<file path="src/rtl/sem_pkg.sv">
package sem_pkg;
   typedef enum logic [1:0] {OWN_NONE = 2'd0, OWN_L = 2'd1, OWN_R = 2'd2} sem_owner_e;

   typedef struct packed {
      sem_owner_e owner;
      logic       wait_l;
      logic       wait_r;
   } sem_st_t;

   localparam sem_st_t SEM_FREE = '{owner: OWN_NONE, wait_l: 1'b0, wait_r: 1'b0};

   // Apply one port's write of bit0 to a semaphore state.
   function automatic sem_st_t sem_step(sem_st_t s, logic is_right, logic bit0);
      sem_st_t    n;
      sem_owner_e me;
      sem_owner_e other;
      logic       other_wait;
      n          = s;
      me         = is_right ? OWN_R : OWN_L;
      other      = is_right ? OWN_L : OWN_R;
      other_wait = is_right ? s.wait_l : s.wait_r;
      if (!bit0) begin
         if (s.owner == OWN_NONE) n.owner = me;
         else if (s.owner != me) begin
            if (is_right) n.wait_r = 1'b1;
            else          n.wait_l = 1'b1;
         end
      end else begin
         if (is_right) n.wait_r = 1'b0;
         else          n.wait_l = 1'b0;
         if (s.owner == me) begin
            if (other_wait) begin
               n.owner = other;
               if (is_right) n.wait_l = 1'b0;
               else          n.wait_r = 1'b0;
            end else begin
               n.owner = OWN_NONE;
            end
         end
      end
      return n;
   endfunction
endpackage

</file>
<file path="src/rtl/sem_cell.sv">
module sem_cell
   import sem_pkg::*;
(
   input  logic clk,
   input  logic rst_n,
   input  logic l_hit,
   input  logic l_bit,
   input  logic r_hit,
   input  logic r_bit,
   output logic view_l,
   output logic view_r
);
   sem_st_t st, mid, nxt;

   always_comb begin
      mid = l_hit ? sem_step(st, 1'b0, l_bit) : st;
      nxt = r_hit ? sem_step(mid, 1'b1, r_bit) : mid;
   end

   always_ff @(posedge clk or negedge rst_n) begin
      if (!rst_n) st <= SEM_FREE;
      else        st <= nxt;
   end

   assign view_l = (st.owner != OWN_L);
   assign view_r = (st.owner != OWN_R);

   assert_reset_free_R1: assert property (@(posedge clk)
      $rose(rst_n) |-> (st.owner == OWN_NONE && !st.wait_l && !st.wait_r));

   assert_wait_consistent_R11: assert property (@(posedge clk) disable iff (!rst_n)
      (!(st.wait_l && st.owner != OWN_R)) && (!(st.wait_r && st.owner != OWN_L)));

   assert_denied_no_change_R6: assert property (@(posedge clk) disable iff (!rst_n)
      (r_hit && !r_bit && st.owner == OWN_L && !l_hit) |=> st.owner == OWN_L);

   assert_handoff_R7: assert property (@(posedge clk) disable iff (!rst_n)
      (l_hit && l_bit && st.owner == OWN_L && st.wait_r && !r_hit) |=> st.owner == OWN_R);

   assert_tie_left_R9: assert property (@(posedge clk) disable iff (!rst_n)
      (l_hit && !l_bit && r_hit && !r_bit && st.owner == OWN_NONE)
      |=> (st.owner == OWN_L && st.wait_r));
endmodule

</file>
<file path="src/rtl/sem_rd_port.sv">
module sem_rd_port #(
   parameter int DATA_W = 8
) (
   input  logic              clk,
   input  logic              rst_n,
   input  logic              rd_en,
   input  logic              view,
   output logic [DATA_W-1:0] rdata
);
   always_ff @(posedge clk or negedge rst_n) begin
      if (!rst_n)     rdata <= '1;
      else if (rd_en) rdata <= {DATA_W{view}};
   end

   assert_uniform_R10: assert property (@(posedge clk) disable iff (!rst_n)
      (rdata == '0) || (rdata == '1));

   assert_hold_R10: assert property (@(posedge clk) disable iff (!rst_n)
      !rd_en |=> $stable(rdata));
endmodule

</file>
<file path="src/rtl/sem_bank2.sv">
module sem_bank2
   import sem_pkg::*;
#(
   parameter int NUM_SEM = 8,
   parameter int ADDR_W  = 12,
   parameter int DATA_W  = 8
) (
   input  logic              clk,
   input  logic              rst_n,
   input  logic              l_sel,
   input  logic              l_wr,
   input  logic [ADDR_W-1:0] l_addr,
   input  logic [DATA_W-1:0] l_wdata,
   output logic [DATA_W-1:0] l_rdata,
   input  logic              r_sel,
   input  logic              r_wr,
   input  logic [ADDR_W-1:0] r_addr,
   input  logic [DATA_W-1:0] r_wdata,
   output logic [DATA_W-1:0] r_rdata
);
   localparam int IDX_W = (NUM_SEM > 1) ? $clog2(NUM_SEM) : 1;

   if (NUM_SEM < 2 || (1 << IDX_W) != NUM_SEM) begin : g_bad_num
      $error("NUM_SEM must be a power of two of at least 2");
   end
   if (ADDR_W < IDX_W) begin : g_bad_addr
      $error("ADDR_W too narrow for the semaphore index");
   end
   if (DATA_W < 1) begin : g_bad_data
      $error("DATA_W must be at least 1");
   end

   logic [IDX_W-1:0]   l_idx, r_idx;
   logic [NUM_SEM-1:0] vl, vr;

   assign l_idx = l_addr[IDX_W-1:0];
   assign r_idx = r_addr[IDX_W-1:0];

   for (genvar i = 0; i < NUM_SEM; i++) begin : g_cell
      sem_cell u_cell (
         .clk    (clk),
         .rst_n  (rst_n),
         .l_hit  (l_sel && l_wr && (l_idx == IDX_W'(i))),
         .l_bit  (l_wdata[0]),
         .r_hit  (r_sel && r_wr && (r_idx == IDX_W'(i))),
         .r_bit  (r_wdata[0]),
         .view_l (vl[i]),
         .view_r (vr[i])
      );
   end

   sem_rd_port #(.DATA_W(DATA_W)) u_rd_l (
      .clk(clk), .rst_n(rst_n), .rd_en(l_sel && !l_wr), .view(vl[l_idx]), .rdata(l_rdata));

   sem_rd_port #(.DATA_W(DATA_W)) u_rd_r (
      .clk(clk), .rst_n(rst_n), .rd_en(r_sel && !r_wr), .view(vr[r_idx]), .rdata(r_rdata));

   assert_single_owner_R11: assert property (@(posedge clk) disable iff (!rst_n)
      (vl | vr) == '1);
endmodule

</file>
<file path="config.mk">
export PLATFORM = sky130hd
export DESIGN_NAME = sem_bank2
export DESIGN_NICKNAME = d
export VERILOG_FILES = /design/src/rtl/sem_pkg.sv /design/src/rtl/sem_cell.sv /design/src/rtl/sem_rd_port.sv /design/src/rtl/sem_bank2.sv
export SDC_FILE = /design/constraint.sdc
export NUM_CORES = 1
export LEC_CHECK = 0
export BUFFER_PORTS_ARGS = -buffer_cell sky130_fd_sc_hd__buf_4
export CORE_MARGIN = 2
export CORE_UTILIZATION = 34
export DETAILED_ROUTE_END_ITERATION = 8
export PLACE_DENSITY_LB_ADDON = 0.25
export RECOVER_POWER = 50
export SLEW_MARGIN = 20
export SYNTH_ARGS = -nofsm -noshare
export SYNTH_HDL_FRONTEND = slang
export SYNTH_HIERARCHICAL = 1
export SYNTH_SLANG_ARGS = --single-unit
</file>
<file path="constraint.sdc">
create_clock -name clk -period 1.8 [get_ports clk]
set_input_delay 0.27 -clock clk [delete_from_list [all_inputs] [get_ports clk]]
set_output_delay 0.27 -clock clk [all_outputs]
set_load 0.1 [all_outputs]
</file>
# Word-level counts from Yosys, hierarchy flattened
# Cells that the tools add are included.
dict set report op_classes {
  magnitude_cmp 2
  eq_ne 54
  n_mux 132
  n_reduce_logical 40
}
# op count
set ops {}
lappend ops {{4-bit 2-to-1 mux} 32}
lappend ops {{2-bit 2-to-1 mux} 32}
lappend ops {{1-bit 2-to-1 mux} 58}
lappend ops {{2-bit logical NOT} 16}
lappend ops {{2-bit inequality test, second input constant} 16}
lappend ops {{3-bit equality test, second input constant} 8}
lappend ops {{3-bit 2-to-1 mux} 8}
lappend ops {{1-bit logical AND} 20}
lappend ops {{2-bit by 1-bit equality test with 1-bit output, second input constant} 8}
lappend ops {{2-bit equality test, second input constant} 8}
lappend ops {{2-bit by 1-bit inequality test with 1-bit output, second input constant} 8}
lappend ops {{3-bit by 2-bit equality test with 1-bit output, second input constant} 4}
lappend ops {{3-bit by 4-bit < comparator with 1-bit output, second input constant} 2}
lappend ops {{1-bit binary-select mux with 3-bit select} 2}
lappend ops {{3-bit by 1-bit equality test with 1-bit output, second input constant} 2}
lappend ops {{3-bit logical NOT} 2}
lappend ops {{1-bit logical NOT} 2}
dict set report totals {
  regBits 34
  inputBits 46
}

# Longest topological paths before layout
# Gate-level depths: netlist of the first run.
dict set report depth {
  depth_word 10
  depth_mapped 6
  ltp_nobuf 5
}

# Cells and area by module
# The synthesis of the first run kept the hierarchy.
# mod instances cells_per_inst area_per_inst_um2
set by_module_without_submodules {}
lappend by_module_without_submodules {sem_cell 8 27 249.0}
lappend by_module_without_submodules {sem_bank2 1 35 261.5}
lappend by_module_without_submodules {sem_rd_port 2 9 93.8}

# Least setup slack after synthesis of the first run
# Ideal clock, no wire load.
dict set report synth_timing {
  kind {flip-flop to flip-flop}
  startpoint {register g_cell[3].u_cell/st[2] (netlist name)}
  endpoint {register u_rd_r/rdata[0] (netlist name)}
  t_arrival_ps 1615
  slack_ps 102
  stages_incl_launch_ff 6
  cell_sequence {dfrtp_1 -> buf_2 -> nand2b_1 -> mux4_1 -> mux2_2 -> mux2_4}
}
dict set report synth_between {
  elab_chain_cells 3
}
# item line
set synth_lines {}
lappend synth_lines {{start: declaration} sem_cell.sv:13} ;# sem_st_t st, mid, nxt;
lappend synth_lines {{start signal: assignment} sem_cell.sv:22} ;# else st <= nxt;
lappend synth_lines {{2-bit inequality test} sem_cell.sv:26} ;# assign view_r = (st.owner != OWN_R);
lappend synth_lines {{named net vr[3]} sem_bank2.sv:34} ;# logic [NUM_SEM-1:0] vl, vr;
lappend synth_lines {{1-bit binary-select mux with 3-bit select} sem_bank2.sv:56} ;# .clk(clk), .rst_n(rst_n), .rd_en(r_sel && !r_wr), .view(vr[r_idx]), .rdata(r_rdata));
lappend synth_lines {{1-bit 2-to-1 mux (implied by the code)} sem_bank2.sv:56}
# The timed path passes the listed nets, and every way through them passes these cells. The select of a mux whose other input is x is not followed.
# A chain may end at the register's enable or synchronous reset.

# Worst setup path after layout of the first run
dict set report layout_timing {
  startpoint {register g_cell[1].u_cell/st[2] (netlist name)}
  endpoint {register u_rd_r/rdata[0] (netlist name)}
}
dict set report layout_between {
  elab_chain_cells 3
}
# item line
set layout_lines {}
lappend layout_lines {{start: declaration} sem_cell.sv:13}
lappend layout_lines {{start signal: assignment} sem_cell.sv:22}
lappend layout_lines {{2-bit inequality test} sem_cell.sv:26}
lappend layout_lines {{named net vr[1]} sem_bank2.sv:34}
lappend layout_lines {{1-bit binary-select mux with 3-bit select} sem_bank2.sv:56}
lappend layout_lines {{1-bit 2-to-1 mux (implied by the code)} sem_bank2.sv:56}
# The timed path passes the listed nets, and every way through them passes these cells. The select of a mux whose other input is x is not followed.

==> results of run 1 <==
==> stage by stage <==
step	cells	setup WS (ns)	area, um^2	hold WS (ns)
final	404	0.106	2890	0.315
after CTS	404	0.105	2910	0.313
after global placement	395	0.120	2810	0.265
after global routing	404	0.0515	2890	0.322
after detailed placement	395	0.127	2810	0.267
after floorplan	269	0.102	2440	-0.0256
==> worst reg2reg max path, cell delays in order, from the launching register on <==
cell,delay [ns]
dfrtp_1,0.39
nand2b_1,0.18
mux4_1,0.52
mux2_2,0.28
mux2_4,0.25
==> cells in the mapped netlist <==
| cell | n | area [um^2] |
|---|---|---|
| mux2i_1 | 8 | 80.1 |
| or2b_1 | 1 | 7.51 |
| dfstp_2 | 2 | 52.6 |
| o21ai_0 | 16 | 80.1 |
| buf_2 | 8 | 40.0 |
| a221o_1 | 8 | 80.1 |
| a211oi_1 | 16 | 120 |
| mux4_1 | 2 | 52.6 |
| and2_2 | 8 | 60.1 |
| clkbuf_2 | 1 | 5.00 |
| nand3_1 | 2 | 10.0 |
| nor2b_4 | 8 | 110 |
| a32oi_1 | 8 | 70.1 |
| nor2b_1 | 2 | 12.5 |
| buf_4 | 14 | 105 |
| a31oi_1 | 8 | 50.1 |
| and3_1 | 8 | 50.1 |
| nor2_1 | 28 | 105 |
| nor3_1 | 20 | 100 |
| dfrtp_1 | 32 | 801 |
| inv_2 | 8 | 30.0 |
| mux2_4 | 2 | 30.0 |
| nand3b_1 | 2 | 15.0 |
| a41o_1 | 8 | 80.1 |
| nand2_1 | 10 | 37.5 |
| a21oi_1 | 8 | 40.0 |
| nand2b_1 | 19 | 119 |
| inv_1 | 8 | 30.0 |
| mux4_2 | 2 | 45.0 |
| mux2_2 | 2 | 22.5 |
==> power groups by stage <==
| stage | Combinational [mW] | Sequential (mW) | Clock [mW] |
|---|---|---|---|
| floorplan | 1.43 | 1.45 | 0 |
| global placement | 2.02 | 1.29 | 0 |
| detailed placement | 2.04 | 1.30 | 0 |
| CTS | 2.04 | 1.29 | 0.642 |
| global route | 2.16 | 1.33 | 0.676 |
| finish | 2.03 | 1.29 | 0.625 |
==> cell type report <==
class	count	area [um^2]
multi-input cells	196	1380
inverters	16	60.1
repair buffers	54	387
clock inverters	2	12.5
flip-flops and latches	34	853
well taps	96	120
fillers	699	3980
clock buffers	6	82.6
==> final timing paths <==
path | startpoint | to | cells after the start
max | g_cell[1].u_cell/st[2] | u_rd_r/rdata[0] | 4
min | r_wr | u_rd_r/rdata[0] | 3
max reg2reg | g_cell[1].u_cell/st[2] | u_rd_r/rdata[0] | 4
min reg2reg | g_cell[2].u_cell/st[1] | g_cell[2].u_cell/st[1] | 2
max in group asynchronous | rst_n | g_cell[7].u_cell/st[1] | 2
min in group asynchronous | rst_n | g_cell[5].u_cell/st[3] | 2
==> cell usage in the layout (no fill, tap or decap) <==
cell type,netlist,final
or2b_1,1,1
dfrtp_1,32,32
dfstp_2,2,2
inv_1,8,8
nand3b_1,2,2
and2_2,8,7
mux2_2,2,2
nor2b_4,8,8
a21oi_1,8,8
mux4_2,2,2
and3_1,8,8
mux2_4,2,2
nor2_1,28,28
a32oi_1,8,8
clkinv_2,0,1
nor2b_1,2,2
mux2i_1,8,8
dlygate4sd3_1,0,1
nor3_1,20,20
a31oi_1,8,8
nand2b_1,19,19
a211oi_1,16,16
a41o_1,8,8
mux4_1,2,2
clkbuf_1,0,5
clkbuf_2,1,1
o21ai_0,16,16
and2_0,0,1
clkinvlp_4,0,1
nand3_1,2,2
a221o_1,8,8
clkbuf_8,0,6
inv_2,8,8
buf_4,14,47
nand2_1,10,10
==> kinds of logic after synthesis <==
kind of cell / synth area share
muxes: 0.0943
and+or+nand+nor: 0.257
buffers and inverters: 0.0861
AOI/OAI and AO/OA: 0.213
DFF: 0.350
==> layer usage <==
metal,wire length (um),track usage,up-vias,share of wire
met4,55,0.0468,0,0.0091
met1,2880,0.219,1016,0.48
li1,-,-,1062,-
met3,301,0.0345,5,0.050
met5,0,0,-,0
met2,2770,0.261,50,0.46
==> sequential cells by signal, indices dropped and copies added, names as in the netlist <==
name              cells
u_rd_r/rdata          1
u_rd_l/rdata          1
g_cell.u_cell/st     32
==> metrics.cfg, run 1 <==
[worst_setup_path]
start_kind=register
cp_top_family=multiplexers
r2r_slack_ns=0.11
critPathRequiredTime_ns=2.04
end_kind=register
crit_buf_inv=0
path_max_fanout=2
worstSetupPathType=reg2reg
slowest_delay_ns=0.52
crit_arrival_ns=1.93
cp_cell_sequence=nand2b_1 > mux4_1 > mux2_2 > mux2_4
critPathSlowestCell=mux4_1

[final_layout]
utilization=0.421
num_antenna_cells=0
design.final.nets=353
drive_gt1_frac=0.282
area_growth_pct=18.5

[floorplanning]
die_y_um=88.7
core-area_mm2=0.00687
die_x_um=88.7
dieArea_mm2=0.00787
io_pins=62
start_util=0.355
placementRows=30

[logic_synthesis]
synth_sequential_area_ratio=0.350
netlist_area_mm2=0.00244
ys_types=30
yosys_warnings=6
syn-num-nets=315
synth_seq_cells=34
postSynthAreaPerCell_um2=9.07
synthCells=269

[pwr]
p_switching_mw=1.90
leakage_nw=1.11
pwr-share-seq=0.327
total_power_mw=3.94
internal-power_mw=2.05
ir_drop_mv=0.366
pwr-share-clk=0.159
combPwrFrac=0.515
p_per_area_mw_per_mm2=1360
p_sw_frac=0.481

[clock_network]
postCtsSetupRepairBufs=0
cts_buffer_depth=2
cts_buffers=5
cts-resized-gates=0
cts.sinks=34
clkLatencyLatePin_ns=0.30
hold_buffers=1
cts_max_level=2
clockRootBuffer=clkbuf_8
cts_tree=built
path_clk_slew_ns=0.09

[timing]
rsz0062_at_grt=no
period_minus_slack_ns=1.69
final-setup-viol-count=0
max_freq_mhz=590
maxSlewViolCount=0
fin_crit_sh=0.941
finClkSkew_ns=0.0146
fin_setup_tns_ns=0
relSlewSlack=0.371
tightest_slew_ns=0.944
hold_viol_final=0

[placement]
hpwl_um=4300
gp_congestion=0.776
port_buffers=29

[global_routing]
grt_pass1_wl_um=9890
antenna_found_initial=0
grt_pass1_vias=2040
grt-ovfl-total=0
grt_usage=0.162
grt_max_degree=35

[min_path]
hold_class=in2reg

[route]
wl_um=6010
ant_nets=0
vias=2133
via_per_inst=5.28
drt_iter0_drc=150
drc_errors=0
first_pass_iters=4
wl_per_cell_um=14.9

[run_status]
outcome=finished clean

[flow_run]
cap_viol_max_count=0

Note: power is estimated with default switching activity, not from simulation.
==> inputs of run 2 (changes only) <==
Settings changed: CORE_UTILIZATION 34 to 48.
==> metrics.cfg, run 2 (synthesis results as in run 1) <==
[worst_setup_path]
crit_arrival_ns=1.90  ; was 1.93 ns
rr_endpoint=u_rd_r/rdata[0]  ; unchanged
start_kind=register  ; unchanged
path_max_fanout=3  ; was 2
crit_cells=4  ; unchanged
worstSetupEndpoint=u_rd_r/rdata[0]  ; unchanged
cp_cell_sequence=nand2b_1 > mux4_1 > mux2_2 > mux2_4  ; unchanged
cp_top_family=multiplexers  ; unchanged
critPathLaunch=g_cell[2].u_cell/st[2]  ; was g_cell[1].u_cell/st[2]
end_kind=register  ; unchanged
critPathRequiredTime_ns=2.02  ; was 2.04 ns
crit_buf_inv=0  ; unchanged
r2r_cells=4  ; unchanged
r2r_start=g_cell[2].u_cell/st[2]  ; was g_cell[1].u_cell/st[2]
r2r_slack_ns=0.12  ; was 0.11 ns
worstSetupPathType=reg2reg  ; unchanged
slowest_delay_ns=0.50  ; was 0.52 ns
critPathSlowestCell=mux4_1  ; unchanged

[final_layout]
seq_area_um2=853  ; unchanged
area_growth_pct=16.6  ; was 18.5%
largest_reg_flops=32  ; unchanged
top_register=g_cell.u_cell/st  ; unchanged
drive_gt1_frac=0.275  ; was 0.282
reg_top3=g_cell.u_cell/st x32, u_rd_l/rdata x1, u_rd_r/rdata x1  ; unchanged
fin_area_mm2=0.00285  ; was 0.00289 mm^2
mostFrequentLayoutCell=buf_4  ; unchanged
num-fill-cells=429  ; was 699
layout.cells.non_filler=376  ; was 404
num_antenna_cells=0  ; unchanged
design.final.nets=354  ; was 353
final_cell_mix=buf_4, dfrtp_1, nor2_1  ; unchanged
multi_input_area_mm2=0.00138  ; about the same

[pwr]
total_power_mw=3.87  ; was 3.94 mW
ir_drop_mv=1.05  ; was 0.366 mV
leakage_nw=1.11  ; about the same
p_per_area_mw_per_mm2=1360  ; about the same

[clock_network]
postCtsSetupRepairBufs=0  ; unchanged
clockRootBuffer=clkbuf_8  ; unchanged
cts_max_level=2  ; unchanged
cts_buffers=5  ; unchanged
cts_buffer_depth=2  ; unchanged
hold_buffers=1  ; unchanged
clkLatencyLatePin_ns=0.29  ; was 0.30 ns
cts_tree=built  ; unchanged
cts-resized-gates=0  ; unchanged
path_clk_slew_ns=0.07  ; was 0.09 ns
cts.sinks=34  ; unchanged

[route]
wl_um=5510  ; was 6010 um
wl_per_cell_um=14.7  ; was 14.9 um
via_per_inst=5.76  ; was 5.28
drt_iter0_drc=196  ; was 150
first_pass_iters=4  ; unchanged
drc_errors=0  ; unchanged
ant_nets=0  ; unchanged
vias=2164  ; was 2,133

[timing]
hold_slack_ns=0.337  ; was 0.315 ns
fin_setup_tns_ns=0  ; unchanged
final-setup-viol-count=0  ; unchanged
hold_viol_final=0  ; unchanged
tightest_slew_ns=0.862  ; was 0.944 ns
max_freq_mhz=596  ; was 590 MHz
maxSlewViolCount=0  ; unchanged
period_minus_slack_ns=1.68  ; was 1.69 ns
finClkSkew_ns=0.00960  ; was 0.0146 ns
rsz0062_at_grt=no  ; unchanged
fin_crit_sh=0.933  ; was 0.941
relSlewSlack=0.425  ; was 0.371

[placement]
place_area_mm2=0.00278  ; was 0.00281 mm^2
dp_cells=367  ; was 395
port_buffers=29  ; unchanged
gp_congestion=0.825  ; was 0.776
hpwl_um=3960  ; was 4300 um

[min_path]
hold_class=in2reg  ; unchanged

[floorplanning]
io_pins=62  ; unchanged
start_util=0.507  ; was 0.355
dieArea_mm2=0.00567  ; was 0.00787 mm^2
core-area_mm2=0.00482  ; was 0.00687 mm^2
die_x_um=75.3  ; was 88.7 um
placementRows=25  ; was 30
die_y_um=75.3  ; was 88.7 um

[global_routing]
grt_pass1_vias=1991  ; was 2,040
antenna_found_initial=0  ; unchanged
grt_usage=0.208  ; was 0.162
grt_max_degree=35  ; unchanged
grt_pass1_wl_um=8940  ; was 9890 um
grt-ovfl-total=0  ; unchanged

[run_status]
outcome=finished clean  ; unchanged

[flow_run]
cap_viol_max_count=0  ; unchanged

## run 2: how the worst min path moves through the flow
stage	start	end	slack, ns	cells after the start
2_1_floorplan	rst_n	g_cell[0].u_cell/st[0]	-0.03	0
3_3_place_gp	rst_n	g_cell[4].u_cell/st[0]	0.26	1
3_5_place_dp	rst_n	g_cell[4].u_cell/st[0]	0.25	1
4_1_cts	r_wr	u_rd_r/rdata[0]	0.33	3
5_1_grt	l_wr	u_rd_l/rdata[0]	0.34	3
6_report	r_wr	u_rd_r/rdata[0]	0.34	3
## run 2: worst register-to-register path, stage by stage, from the launching register on
cell and delay, ns:
dfrtp_1 0.40, nand2b_1 0.19, mux4_1 0.50, mux2_2 0.27
mux2_4 0.25
## run 2: area by class of cell
type | count | share of cell area
tap | 67 | 0.0295
clock buffer | 8 | 0.0281
timing repair buffer | 55 | 0.137
multi-input combinational | 196 | 0.484
inverter | 16 | 0.0211
sequential | 34 | 0.300
## run 2: metal layers
metal | track usage | routed length (um) | vias to the layer above | share of wire
met5 | 0 | 0 | - | 0
met4 | 0.0799 | 80 | 0 | 0.015
met3 | 0.0331 | 238 | 7 | 0.043
met2 | 0.338 | 2570 | 68 | 0.47
met1 | 0.279 | 2620 | 1029 | 0.48
li1 | - | - | 1060 | -
## run 2: per-stage QoR
| step | util | setup WS (ns) |
|---|---|---|
| floorplan | - | 0.102 |
| global placement | 0.577 | 0.131 |
| detailed placement | 0.577 | 0.135 |
| CTS | 0.596 | 0.114 |
| global route | 0.591 | 0.0891 |
| finish | 0.591 | 0.121 |
## run 2: power breakdown
group,switching [mW],leakage [nW],internal (mW)
registers,0.231,0.394,1.07
clock network,0.285,0.0395,0.275
logic,1.34,0.676,0.671
total,1.86,1.11,2.01
==> inputs of run 3 (changes only) <==
Settings changed: CORE_UTILIZATION 48 to 55, TNS_END_PERCENT set to 20.
Clock period 1.8 ns to 2.15 ns, I/O delays scaled along.
==> metrics.cfg, run 3 (synthesis results as in run 1) <==
[timing]
hold_viol_final=0  ; unchanged
finClkSkew_ns=0.00539  ; was 0.00960 ns
fin_crit_sh=0.838  ; was 0.933
hold_slack_ns=0.383  ; was 0.337 ns
rsz0062_at_grt=no  ; unchanged
relSlewSlack=0.421  ; was 0.425
max_freq_mhz=555  ; was 596 MHz
fin_setup_tns_ns=0  ; unchanged
final-setup-viol-count=0  ; unchanged
setup_slack_ns=0.349  ; was 0.121 ns
maxSlewViolCount=0  ; unchanged
tightest_slew_ns=0.868  ; was 0.862 ns
period_minus_slack_ns=1.80  ; was 1.68 ns

[pwr]
leakage_nw=1.03  ; was 1.11 nW
ir_drop_mv=0.640  ; was 1.05 mV
p_per_area_mw_per_mm2=1160  ; was 1360 mW/mm^2

[floorplanning]
core-area_mm2=0.00432  ; was 0.00482 mm^2
die_y_um=70.6  ; was 75.3 um
io_pins=62  ; unchanged
dieArea_mm2=0.00499  ; was 0.00567 mm^2
die_x_um=70.6  ; was 75.3 um
start_util=0.565  ; was 0.507
placementRows=24  ; was 25

[route]
via_per_inst=6.26  ; was 5.76
drt_iter0_drc=123  ; was 196
wl_um=5400  ; was 5510 um
first_pass_iters=4  ; unchanged
drc_errors=0  ; unchanged
wl_per_cell_um=15.9  ; was 14.7 um
ant_nets=0  ; unchanged
vias=2127  ; was 2,164

[min_path]
min_path_cells=3  ; unchanged
holdCritStartpoint=r_wr  ; unchanged
hold_class=in2reg  ; unchanged
hold_end=u_rd_r/rdata[0]  ; unchanged

[clock_network]
cts_buffers=5  ; unchanged
cts_buffer_depth=2  ; unchanged
clockRootBuffer=clkbuf_8  ; unchanged
cts.sinks=34  ; unchanged
path_clk_slew_ns=0.07  ; about the same
cts_tree=built  ; unchanged
clkLatencyLatePin_ns=0.29  ; about the same
cts-resized-gates=0  ; unchanged
cts_max_level=2  ; unchanged

[final_layout]
top_register=g_cell.u_cell/st  ; unchanged
design.final.nets=333  ; was 354
largest_reg_flops=32  ; unchanged
layout.cells.non_filler=340  ; was 376
num_antenna_cells=0  ; unchanged
num-fill-cells=368  ; was 429
reg_top3=g_cell.u_cell/st x32, u_rd_l/rdata x1, u_rd_r/rdata x1  ; unchanged
mostFrequentLayoutCell=dfrtp_1  ; was buf_4
drive_gt1_frac=0.236  ; was 0.275
final_cell_mix=dfrtp_1, nor2_1, buf_4  ; was buf_4, dfrtp_1, nor2_1
area_growth_pct=10.1  ; was 16.6%

[global_routing]
grt_usage=0.236  ; was 0.208
grt_max_degree=35  ; unchanged
grt_pass1_wl_um=9460  ; was 8940 um
grt_pass1_vias=2000  ; was 1,991
antenna_found_initial=0  ; unchanged
grt-ovfl-total=0  ; unchanged

[worst_setup_path]
worstSetupPathType=reg2reg  ; unchanged
crit_arrival_ns=2.02  ; was 1.90 ns
start_kind=register  ; unchanged
crit_buf_inv=0  ; unchanged
cp_cell_sequence=nand2b_1 > mux4_1 > mux2_2 > mux2_4  ; unchanged
r2r_start=g_cell[2].u_cell/st[2]  ; unchanged
critPathRequiredTime_ns=2.37  ; was 2.02 ns
r2r_slack_ns=0.35  ; was 0.12 ns
rr_endpoint=u_rd_r/rdata[0]  ; unchanged
path_max_fanout=9  ; was 3
crit_cells=4  ; unchanged
cp_top_family=multiplexers  ; unchanged
end_kind=register  ; unchanged
slowest_delay_ns=0.52  ; was 0.50 ns
r2r_cells=4  ; unchanged
critPathSlowestCell=mux4_1  ; unchanged

[placement]
port_buffers=29  ; unchanged
dp_cells=331  ; was 367
hpwl_um=3790  ; was 3960 um
place_ws_ns=0.344  ; was 0.135 ns
gp_congestion=0.772  ; was 0.825

[flow_run]
cap_viol_max_count=0  ; unchanged

[run_status]
outcome=finished clean  ; unchanged

run 3: report_power, final:
group | switching (mW) | total [mW] | internal [mW]
clock network | 0.230 | 0.488 | 0.258
registers | 0.340 | 1.23 | 0.892
logic | 0.949 | 1.39 | 0.441
total | 1.52 | 3.11 | 1.59
run 3: metal layers:
layer	track usage	wire, um	share of wire	vias to the layer above
met1	0.309	2450	0.45	1031
met2	0.393	2550	0.47	63
met4	0.0776	81	0.015	0
met5	0	0	0	-
met3	0.0499	321	0.059	8
li1	-	-	-	1025
run 3: final cells by class:
class | count | area [um^2] | area share
Multi-Input combinational cell | 196 | 1380 | 0.513
Sequential cell | 34 | 853 | 0.318
Timing Repair Buffer | 34 | 240 | 0.0894
Clock buffer | 7 | 86.3 | 0.0321
Tap cell | 52 | 65.1 | 0.0242
Inverter | 16 | 60.1 | 0.0223
Clock inverter | 1 | 5.00 | 0.00186
run 3: how the worst max path moves through the flow:
stage | startpoint | endpoint | slack (ns)
after CTS | g_cell[0].u_cell/st[2] | u_rd_r/rdata[0] | 0.36
final | g_cell[2].u_cell/st[2] | u_rd_r/rdata[0] | 0.35
after detailed placement | l_addr[0] | g_cell[6].u_cell/st[2] | 0.34
after global placement | g_cell[1].u_cell/st[2] | u_rd_r/rdata[0] | 0.37
after global routing | g_cell[2].u_cell/st[2] | u_rd_r/rdata[0] | 0.27
after floorplan | g_cell[3].u_cell/st[2] | u_rd_r/rdata[0] | 0.45
run 3: worst min-delay path, stage by stage:
cell and delay (ns):
buf_4 0.09, nor2b_1 0.05, mux2_4 0.18
run 3: repair_timing:
item,CTS,global route
buffers inserted,0,0
hold endpoints to repair,32,0
hold buffers,1,0
run 3: metrics by stage:
stage | cell area [um^2] | util | total power, mW
2_1_floorplan | 2440 | - | 2.41
3_3_place_gp | 2600 | 0.602 | 2.60
3_5_place_dp | 2600 | 0.602 | 2.63
4_1_cts | 2710 | 0.626 | 3.13
5_1_grt | 2690 | 0.622 | 3.30
6_report | 2690 | 0.622 | 3.11
